`config.mk`:
```
export PLATFORM = sky130hd
export DESIGN_NAME = bch_enc
export DESIGN_NICKNAME = d
export VERILOG_FILES = /design/src/rtl/bch_enc_pkg.sv /design/src/rtl/bch_par_core.sv /design/src/rtl/bch_ser_core.sv /design/src/rtl/bch_enc.sv
export SDC_FILE = /design/constraint.sdc
export NUM_CORES = 1
export LEC_CHECK = 0
export BUFFER_PORTS_ARGS = -buffer_cell sky130_fd_sc_hd__buf_2
export CAP_MARGIN = 0
export CORE_MARGIN = 3
export CORE_UTILIZATION = 47
export DETAILED_ROUTE_END_ITERATION = 16
export GPL_TIMING_DRIVEN = 0
export PLACE_DENSITY = 0.77
export RECOVER_POWER = 100
export SYNTH_ARGS = -nofsm -noshare
export SYNTH_HDL_FRONTEND = slang
export SYNTH_SLANG_ARGS = --single-unit
```
`constraint.sdc`:
```
create_clock -name clk -period 0.9 [get_ports clk]
set_input_delay 0.135 -clock clk [delete_from_list [all_inputs] [get_ports clk]]
set_output_delay 0.135 -clock clk [all_outputs]
set_load 0.02 [all_outputs]
```
`src/rtl/bch_enc_pkg.sv`:
```
package bch_enc_pkg;

   localparam int MAXW = 32;

   // x^e reduced modulo g (degree p); result holds p low bits
   function automatic logic [MAXW-1:0] xpow_mod(input int e, input logic [MAXW-1:0] g,
                                                input int p);
      logic [MAXW-1:0] r;
      logic [MAXW-1:0] msk;
      logic            top;
      msk = (MAXW'(1) << p) - MAXW'(1);
      r   = MAXW'(1);
      for (int s = 0; s < e; s++) begin
         top = r[p-1];
         r   = (r << 1) & msk;
         if (top) r = r ^ (g & msk);
      end
      return r;
   endfunction

   // which message bits feed check bit i in the word variant
   function automatic logic [MAXW-1:0] chk_mask(input int i, input int k, input int p,
                                                input logic [MAXW-1:0] g);
      logic [MAXW-1:0] m;
      logic [MAXW-1:0] row;
      m = '0;
      for (int j = 0; j < k; j++) begin
         row  = xpow_mod(p + j, g, p);
         m[j] = row[i];
      end
      return m;
   endfunction

   // remainder of an n-bit polynomial modulo g (degree p)
   function automatic logic [MAXW-1:0] poly_rem(input logic [MAXW-1:0] v, input int n,
                                                input logic [MAXW-1:0] g, input int p);
      logic [MAXW-1:0] w;
      w = v;
      for (int b = n - 1; b >= p; b--) begin
         if (w[b]) w = w ^ (g << (b - p));
      end
      return w & ((MAXW'(1) << p) - MAXW'(1));
   endfunction

endpackage

```
`src/rtl/bch_par_core.sv`:
```
module bch_par_core #(
   parameter int          K   = 7,
   parameter int          N   = 15,
   parameter logic [31:0] GEN = 32'h1D1
) (
   input  logic         clk,
   input  logic         rst_n,
   input  logic         in_valid,
   input  logic [K-1:0] msg,
   output logic [N-1:0] cw_out,
   output logic         cw_valid
);
   localparam int P = N - K;

   logic [P-1:0] chk;

   for (genvar gi = 0; gi < P; gi++) begin : g_chk
      localparam logic [K-1:0] TAP = K'(bch_enc_pkg::chk_mask(gi, K, P, GEN));
      assign chk[gi] = ^(msg & TAP);
   end

   always_ff @(posedge clk or negedge rst_n) begin
      if (!rst_n) begin
         cw_out   <= '0;
         cw_valid <= 1'b0;
      end else begin
         cw_valid <= in_valid;
         if (in_valid) cw_out <= {msg, chk};
      end
   end

   p_valid_follow_r4: assert property (@(posedge clk) disable iff (!rst_n)
      in_valid |=> cw_valid);
   p_valid_idle_r4: assert property (@(posedge clk) disable iff (!rst_n)
      !in_valid |=> !cw_valid);
   p_hold_r4: assert property (@(posedge clk) disable iff (!rst_n)
      !in_valid |=> $stable(cw_out));
   p_systematic_r2: assert property (@(posedge clk) disable iff (!rst_n)
      in_valid |=> (cw_out[N-1:P] == $past(msg)));

endmodule

```
`src/rtl/bch_ser_core.sv`:
```
module bch_ser_core #(
   parameter int          K   = 7,
   parameter int          N   = 15,
   parameter logic [31:0] GEN = 32'h1D1
) (
   input  logic         clk,
   input  logic         rst_n,
   input  logic         in_valid,
   input  logic         in_bit,
   output logic [N-1:0] cw_out,
   output logic         cw_valid
);
   localparam int P  = N - K;
   localparam int MW = K - 1;
   localparam int CW = $clog2(K);
   localparam logic [P-1:0]  TAPS = P'(GEN);
   localparam logic [CW-1:0] LAST = CW'(K - 1);

   logic [P-1:0]  rem_q, rem_d;
   logic [MW-1:0] msr_q;
   logic [CW-1:0] cnt_q;
   logic          fb;

   always_comb begin
      fb    = in_bit ^ rem_q[P-1];
      rem_d = {rem_q[P-2:0], 1'b0} ^ (fb ? TAPS : '0);
   end

   always_ff @(posedge clk or negedge rst_n) begin
      if (!rst_n) begin
         rem_q    <= '0;
         msr_q    <= '0;
         cnt_q    <= '0;
         cw_out   <= '0;
         cw_valid <= 1'b0;
      end else begin
         cw_valid <= 1'b0;
         if (in_valid) begin
            if (cnt_q == LAST) begin
               cw_out   <= {msr_q, in_bit, rem_d};
               cw_valid <= 1'b1;
               rem_q    <= '0;
               msr_q    <= '0;
               cnt_q    <= '0;
            end else begin
               rem_q <= rem_d;
               msr_q <= MW'({msr_q, in_bit});
               cnt_q <= cnt_q + CW'(1);
            end
         end
      end
   end

   always @(posedge clk) begin
      if (rst_n) begin
         p_cnt_range_r5: assert (cnt_q <= LAST);
      end
   end

   p_single_pulse_r5: assert property (@(posedge clk) disable iff (!rst_n)
      cw_valid |=> !cw_valid);
   p_cleared_r7: assert property (@(posedge clk) disable iff (!rst_n)
      cw_valid |-> (cnt_q == '0 && rem_q == '0 && msr_q == '0));
   p_stall_r6: assert property (@(posedge clk) disable iff (!rst_n)
      !in_valid |=> ($stable(cnt_q) && $stable(rem_q) && $stable(msr_q) && !cw_valid));

endmodule

```
`src/rtl/bch_enc.sv`:
```
module bch_enc #(
   parameter int          K      = 7,
   parameter int          N      = 15,
   parameter logic [31:0] GEN    = 32'h1D1,
   parameter bit          SERIAL = 1'b0,
   localparam int         IW     = SERIAL ? 1 : K
) (
   input  logic          clk,
   input  logic          rst_n,
   input  logic          in_valid,
   input  logic [IW-1:0] in_data,
   output logic [N-1:0]  cw_out,
   output logic          cw_valid
);
   localparam int P = N - K;

   if (N > 32 || K < 3 || P < 2) begin : g_bad_size
      $error("bch_enc: unsupported code size");
   end
   if (GEN[P] != 1'b1 || GEN[0] != 1'b1 || (GEN >> (P + 1)) != 32'd0) begin : g_bad_gen
      $error("bch_enc: generator degree must equal N-K with nonzero constant term");
   end

   if (SERIAL) begin : g_bit
      bch_ser_core #(.K(K), .N(N), .GEN(GEN)) u_core (
         .clk      (clk),
         .rst_n    (rst_n),
         .in_valid (in_valid),
         .in_bit   (in_data[0]),
         .cw_out   (cw_out),
         .cw_valid (cw_valid)
      );
   end else begin : g_word
      bch_par_core #(.K(K), .N(N), .GEN(GEN)) u_core (
         .clk      (clk),
         .rst_n    (rst_n),
         .in_valid (in_valid),
         .msg      (in_data),
         .cw_out   (cw_out),
         .cw_valid (cw_valid)
      );
   end

   p_divisible_r3: assert property (@(posedge clk) disable iff (!rst_n)
      cw_valid |-> (bch_enc_pkg::poly_rem(32'(cw_out), N, GEN, P) == 32'd0));

endmodule

```
== Word-level counts from Yosys, hierarchy flattened ==
Index checks and enable logic that the tools add are counted.

* Equality and inequality tests: 0
* Bitwise operators: 0
* Reduce and logical (&&, ||, !) cells: 8
* Shift operators: 0
* Order comparisons: 0
* Muxes and demuxes: 0
* Divide/modulo/power cells: 0
* Add/subtract/negate cells: 0
* $mul: 0

{| class="wikitable"
|+ Operators with widths
! kind !! number
|-
| parity 7 bit || 8
|}

* RAM bits: 0
* Output and inout bits: 16
* ROM bits: 0
* Flip-flop bits (word level): 16
* Input port bits: 10
* Memories kept: 0
* Latch bits: 0

== Depth between registers and ports, before layout ==
Gate-level depths: netlist of the first run.

* Word-level depth: 1
* Depth in mapped cells: 3

== Worst setup path after synthesis of the first run ==
OpenSTA, ideal clock, no wires.

* Kind: input port to flip-flop
* Start: in in_valid
* End: reg g_word.u_core.cw_out[11]
* Arrival: 0.959 ns
* Data required time: 0.775 ns
* Stages on the path: 3
* Buffers on the path: 2
* Path slack: -0.184 ns
* Cells stage by stage: clkbuf_1 -> buf_2 -> mux2_2

{| class="wikitable"
|+ RTL lines
! what !! RTL line !! source
|-
| start: declaration || bch_enc.sv:10 || <nowiki>input logic in_valid,</nowiki>
|-
| end signal: assignment || bch_par_core.sv:28 || <nowiki>if (in_valid) cw_out <= {msg, chk};</nowiki>
|-
| end: declaration || bch_par_core.sv:10 || <nowiki>output logic [N-1:0] cw_out,</nowiki>
|}

No word-level cell between the ends.

== Worst setup path after layout of the first run ==
* Start: reg g_word.u_core.cw_out[7]
* End: out cw_out[7]

{| class="wikitable"
|+ RTL lines
! what !! RTL line !! source
|-
| end: declaration || bch_enc.sv:12 || <nowiki>output logic [N-1:0] cw_out,</nowiki>
|}

No word-level cell between the ends.

==> impl_metrics.tcl, run 1 <==
set metrics [dict create \
    cp.required_ns 0.76 \
    routed-via-count 503 \
    ys_async_sr_fraction_pct 100 \
    seq_area_um2 400 \
    grt_overflow 0 \
    nFillCells 79 \
    synth_cells 47 \
    yosysWarnings 0 \
    area_growth_pct 57.4 \
    ioPinCount 26 \
    layout_setup_ws_ns -0.0613 \
    setup_viol 17 \
    ys_ff_latch 16 \
    slowest_stage "dfrtp_1" \
    grt_max_degree 17 \
    rsz0062_at_grt "true" \
    synth_area_um2 743 \
    synth-main-ff-cell "dfrtp_1" \
    ff2ff_setup_slack_ns 0 \
    grt_pass1_wl_um 2350 \
    finClkSkew_ns 0 \
    dr.pass1.iters 3 \
    vias_per_cell 5.08 \
    crit_path_max_incr_delay_ns 0.41 \
    r2r-start "g_word.u_core.cw_out[6]" \
    antenna_found_initial 0 \
    ir_drop_mv 1.33 \
    drtIter0Drc 4 \
    synth_cell_type_count 10 \
    synth_edf_count 0 \
    start_kind "register" \
    drv_cap 0 \
    root_buffer "clkbuf_4" \
    setup.worst_path.class "register to output pin" \
    reg2reg_to "g_word.u_core.cw_out[6]" \
    p_leak_nw 0.562 \
    tightest_slew_ns 0.400 \
    final_nets 95 \
    cts_tree "done" \
    end_kind "output pin" \
    syn_avg_cell_area_um2 15.8 \
    power_density_mw_per_mm2 1920 \
    fin_crit_sh_pct 107 \
    h-tree-depth 1 \
    multi_input_area_um2 394 \
    hold_end "g_word.u_core.cw_out[12]" \
    clkTransAtPathRegs_ns 0.08 \
    period_minus_slack_ns 0.961 \
    drc_errors 0 \
    hp-start "in_data[4]" \
    status "finished, violations left" \
    drive_gt1_share_pct 64.3 \
    synth_most_common_cell "dfrtp_1" \
    cts.sinks 16 \
    max_freq_ghz 1.04 \
    grt_pass1_vias 531 \
    gp_congestion 0.689 \
    die_h_um 45.8 \
    drv_slew 0 \
    die_x_um 45.8 \
    worstHoldPathCells 2 \
    n_antenna_cell 0 \
    slew_headroom_pct 73.3 \
    row_count 13 \
    routed_wl_um 1480 \
    hold_viol 0 \
    synth_top_area_share_pct 53.9 \
    cts_buffer_depth 2 \
    synth_area_leaders "dfrtp_1, mux2_2, xnor3_1" \
    die-area_mm2 0.00209 \
    antenna_left 0 \
    post-place-ws_ns -0.381 \
    reg2regPathDepth 2 \
    cts_made_buffers 3 \
    clock_latency_ns 0.28 \
    critPathTopFamily "flip-flops" \
    synth-seq-area-share_pct 53.9 \
    wire_per_inst_um 15.0 \
    core_mm2 0.00138 \
    start_util_pct 53.8 \
    crit_buf_inv 1 \
    power_mw 2.25 \
    port_buffers 25 \
    hold_class "input pin to register" \
    syn_nets 57 \
    grt_util_all_layers_pct 16.5 \
    crit_chain "buf_6" \
    crit_fanout 2 \
    crit_arrival_ns 0.83 \
    synth_top_area_cell "dfrtp_1" \
    synth_common_cells "dfrtp_1, mux2_2, xnor2_1, xnor3_1, xor2_1" \
    violations "negative setup slack" \
]
[routing by layer]
layer	global-route usage [%]	wire length [um]	up-vias
met5	0	0	-
met4	3.41	8	0
met3	5.14	102	2
met2	27.0	786	18
met1	21.4	583	250
li1	-	-	233
[state kept, by name, indices dropped and copies added (netlist names)]
signal                  flops
g_word.u_core.cw_out       15
g_word.u_core.cw_valid      1
[layout make-up]
cell class                      instances  share of cell area (%)
Inverter                                1                   0.321
Multi-Input combinational cell         28                    33.7
Timing Repair Buffer                   33                    26.0
Sequential cell                        16                    34.2
Tap cell                               15                    1.60
Buffer                                  2                    1.07
Clock buffer                            4                    3.10
[cell families (layout without fill, tap and decap cells)]
| logic type | count (synthesis) | in the layout | synth area share (%) |
|---|---|---|---|
| flip-flops | 16 | 16 | 53.9 |
| XOR/XNOR | 13 | 13 | 20.9 |
| multiplexers | 15 | 15 | 23.6 |
| buffers and inverters | 3 | 40 | 1.68 |
[worst max path at each step]
stage                            start                      end  slack [ns]  cells after the start
2_1_floorplan               in_data[2]  g_word.u_core.cw_out[5]       -0.12                      3
5_1_grt        g_word.u_core.cw_out[7]                cw_out[7]       -0.10                      1
3_3_place_gp                in_data[2]  g_word.u_core.cw_out[5]       -0.33                      4
6_report       g_word.u_core.cw_out[7]                cw_out[7]       -0.06                      1
4_1_cts        g_word.u_core.cw_out[7]                cw_out[7]       -0.08                      1
3_5_place_dp                in_data[5]  g_word.u_core.cw_out[4]       -0.38                      4
[metrics by stage]
stage | hold WS (ns) | TNS, ns | instances | instance area, um^2 | util [%]
after global placement | 0.0592 | -2.10 | 87 | 940 | 68.0
after detailed placement | 0.0636 | -2.34 | 87 | 940 | 68.0
after global routing | 0.0942 | -1.42 | 99 | 1170 | 84.6
final | 0.103 | -0.781 | 99 | 1170 | 84.6
after floorplan | -0.161 | -0.311 | 47 | 796 | -
after CTS | 0.124 | -0.854 | 98 | 1150 | 83.3
[power by group]
part	switching (mW)	internal, mW	leakage [nW]
registers	0.0860	0.838	0.187
logic	0.349	0.514	0.354
clock network	0.214	0.246	0.0210
total	0.649	1.60	0.562
[layout by cell type, fill, tap and decap left out, drive strengths merged]
master and instances:
dfrtp 16, xnor2 7, mux2i 1, dlygate4sd3 2
mux2 14, xnor3 3, inv 1, buf 29
xor2 3, clkbuf 8
[repair_timing]
item,CTS,global route
pin swaps,4,4
hold endpoints to repair,17,0
setup buffers,5,1
endpoints found under the setup margin,19,22
resized for setup,36,4
hold buffers,2,0
(Power assumes the default switching activity.)
==> run 2: changes to the inputs <==
Settings changed: SETUP_SLACK_MARGIN set to 0.5.
==> run 2 against run 1 <==
The run ends with negative hold slack, negative setup slack left. Worst hold slack got worse by 0.19 ns. Clock power down 15%. Critical path depth stayed put. Clock skew unchanged. Final cell count decreased by 1.0%. Cell area up 4.3%. Combinational power grew 7.8%. Non-clock buffer count stayed put. Sequential share of layout area barely moved.
==> impl_metrics.tcl, run 2 (synthesized netlist as in run 1, its figures left out) <==
set metrics [dict create \
    status "finished, violations left" \
    violations "negative hold slack, negative setup slack" \
    drv_slew 0 \
    vias_per_cell 5.29 \
    cts_tree "done" \
    start_kind "register" \
    setup.worst_path.class "register to output pin" \
    holdWs_ns -0.0868 \
    slew_headroom_pct 44.4 \
    reg_top3 "g_word.u_core.cw_out (15), g_word.u_core.cw_valid (1)" \
    layout_common_cells "buf_6, dfrtp_2, mux2_2" \
    die_h_um 45.8 \
    area_growth_pct 64.1 \
    layout_setup_ws_ns -0.0880 \
    p_leak_nw 0.559 \
    hold_class "input pin to asynchronous set/reset pin" \
    cts_buffer_depth 2 \
    crit_arrival_ns 0.85 \
    gp_congestion 0.688 \
    clkTransAtPathRegs_ns 0.10 \
    drv_cap 0 \
    grt_pass1_wl_um 2530 \
    rsz0062_at_grt "true" \
    grt_pass1_vias 554 \
    cp.required_ns 0.76 \
    die_x_um 45.8 \
    finClkSkew_ns 0 \
    final_common_cell "buf_6" \
    routed_wl_um 1960 \
    crit_buf_inv 1 \
    drc_errors 0 \
    final_util_pct 88.2 \
    slowest_stage "dfrtp_2" \
    grt.met2_usage_pct 33.7 \
    clock_latency_ns 0.29 \
    post-place-ws_ns -0.359 \
    cts.sinks 16 \
    grt_overflow 0 \
    start_util_pct 53.8 \
    cts_made_buffers 3 \
    ioPinCount 26 \
    antenna_found_initial 0 \
    hold_viol 17 \
    max_freq_ghz 1.01 \
    grt-busiest-layer "met2" \
    max_flop_register "g_word.u_core.cw_out" \
    tightest_slew_ns 0.834 \
    antenna_left 0 \
    met1_usage_pct 19.3 \
    final_nets 95 \
    fin_crit_sh_pct 110 \
    grt_max_degree 17 \
    use_met3_pct 2.77 \
    h-tree-depth 1 \
    crit_path_max_incr_delay_ns 0.43 \
    dr.pass1.iters 3 \
    n_antenna_cell 0 \
    core_mm2 0.00138 \
    die-area_mm2 0.00209 \
    setup_viol 20 \
    dp_hpwl_um 968 \
    ir_drop_mv 1.52 \
    crit_chain "buf_6" \
    critPathTopFamily "flip-flops" \
    period_minus_slack_ns 0.988 \
    largest_register_ffs 15 \
    drtIter0Drc 3 \
    root_buffer "clkbuf_4" \
    drive_gt1_share_pct 80.7 \
    power_density_mw_per_mm2 1870 \
    power_mw 2.28 \
    row_count 13 \
    crit_fanout 2 \
    grt_util_all_layers_pct 17.8 \
    end_kind "output pin" \
    routed-via-count 518 \
    wire_per_inst_um 20.0 \
    port_buffers 25 \
]
-- run 2: what timing repair did --
item                                   in CTS  in global routing
pin swaps                                   4                  3
buffers inserted                            5                  3
endpoints found under the hold margin      17                 17
setup endpoints to repair                  31                 31
resized for setup                          45                  8
-- run 2: final timing paths --
check / cells past startpoint / from / end / slack [ns]
max: 1 / g_word.u_core.cw_out[4] / cw_out[4] / -0.09
min: 1 / rst_n / g_word.u_core.cw_out[10] / -0.09
max reg2reg: 2 / g_word.u_core.cw_out[4] / g_word.u_core.cw_out[4] / -0.03
min reg2reg: 1 / g_word.u_core.cw_out[9] / g_word.u_core.cw_out[9] / 0.54
max in group asynchronous: 1 / rst_n / g_word.u_core.cw_out[0] / 0.42
min in group clk: 1 / in_valid / g_word.u_core.cw_valid / -0.01
-- run 2: stage by stage --
stage | cells | area (um^2) | setup TNS, ns
global placement | 87 | 981 | -1.73
CTS | 95 | 1190 | -1.08
floorplan | 47 | 837 | -0.313
finish | 98 | 1220 | -1.30
global route | 98 | 1220 | -1.92
detailed placement | 87 | 981 | -1.85
-- run 2: power breakdown --
part | leakage, nW | internal, mW | switching [mW]
Clock | 0.0138 | 0.156 | 0.236
Sequential | 0.173 | 0.857 | 0.0963
Combinational | 0.372 | 0.542 | 0.388
-- run 2: final cells by class --
type	instances	area [um^2]
Tap cell	15	18.8
Buffer	2	40.0
Inverter	1	3.75
Fill cell	58	163
Clock buffer	3	22.5
Sequential cell	16	418
Timing Repair Buffer	33	334
Multi-Input combinational cell	28	383
-- run 2: metal layers --
metal	vias up	wire [um]	part of all wire (%)
met2	19	1130	57
li1	234	-	-
met1	263	698	36
met5	-	0	0
met3	2	118	6.0
met4	0	17	0.87
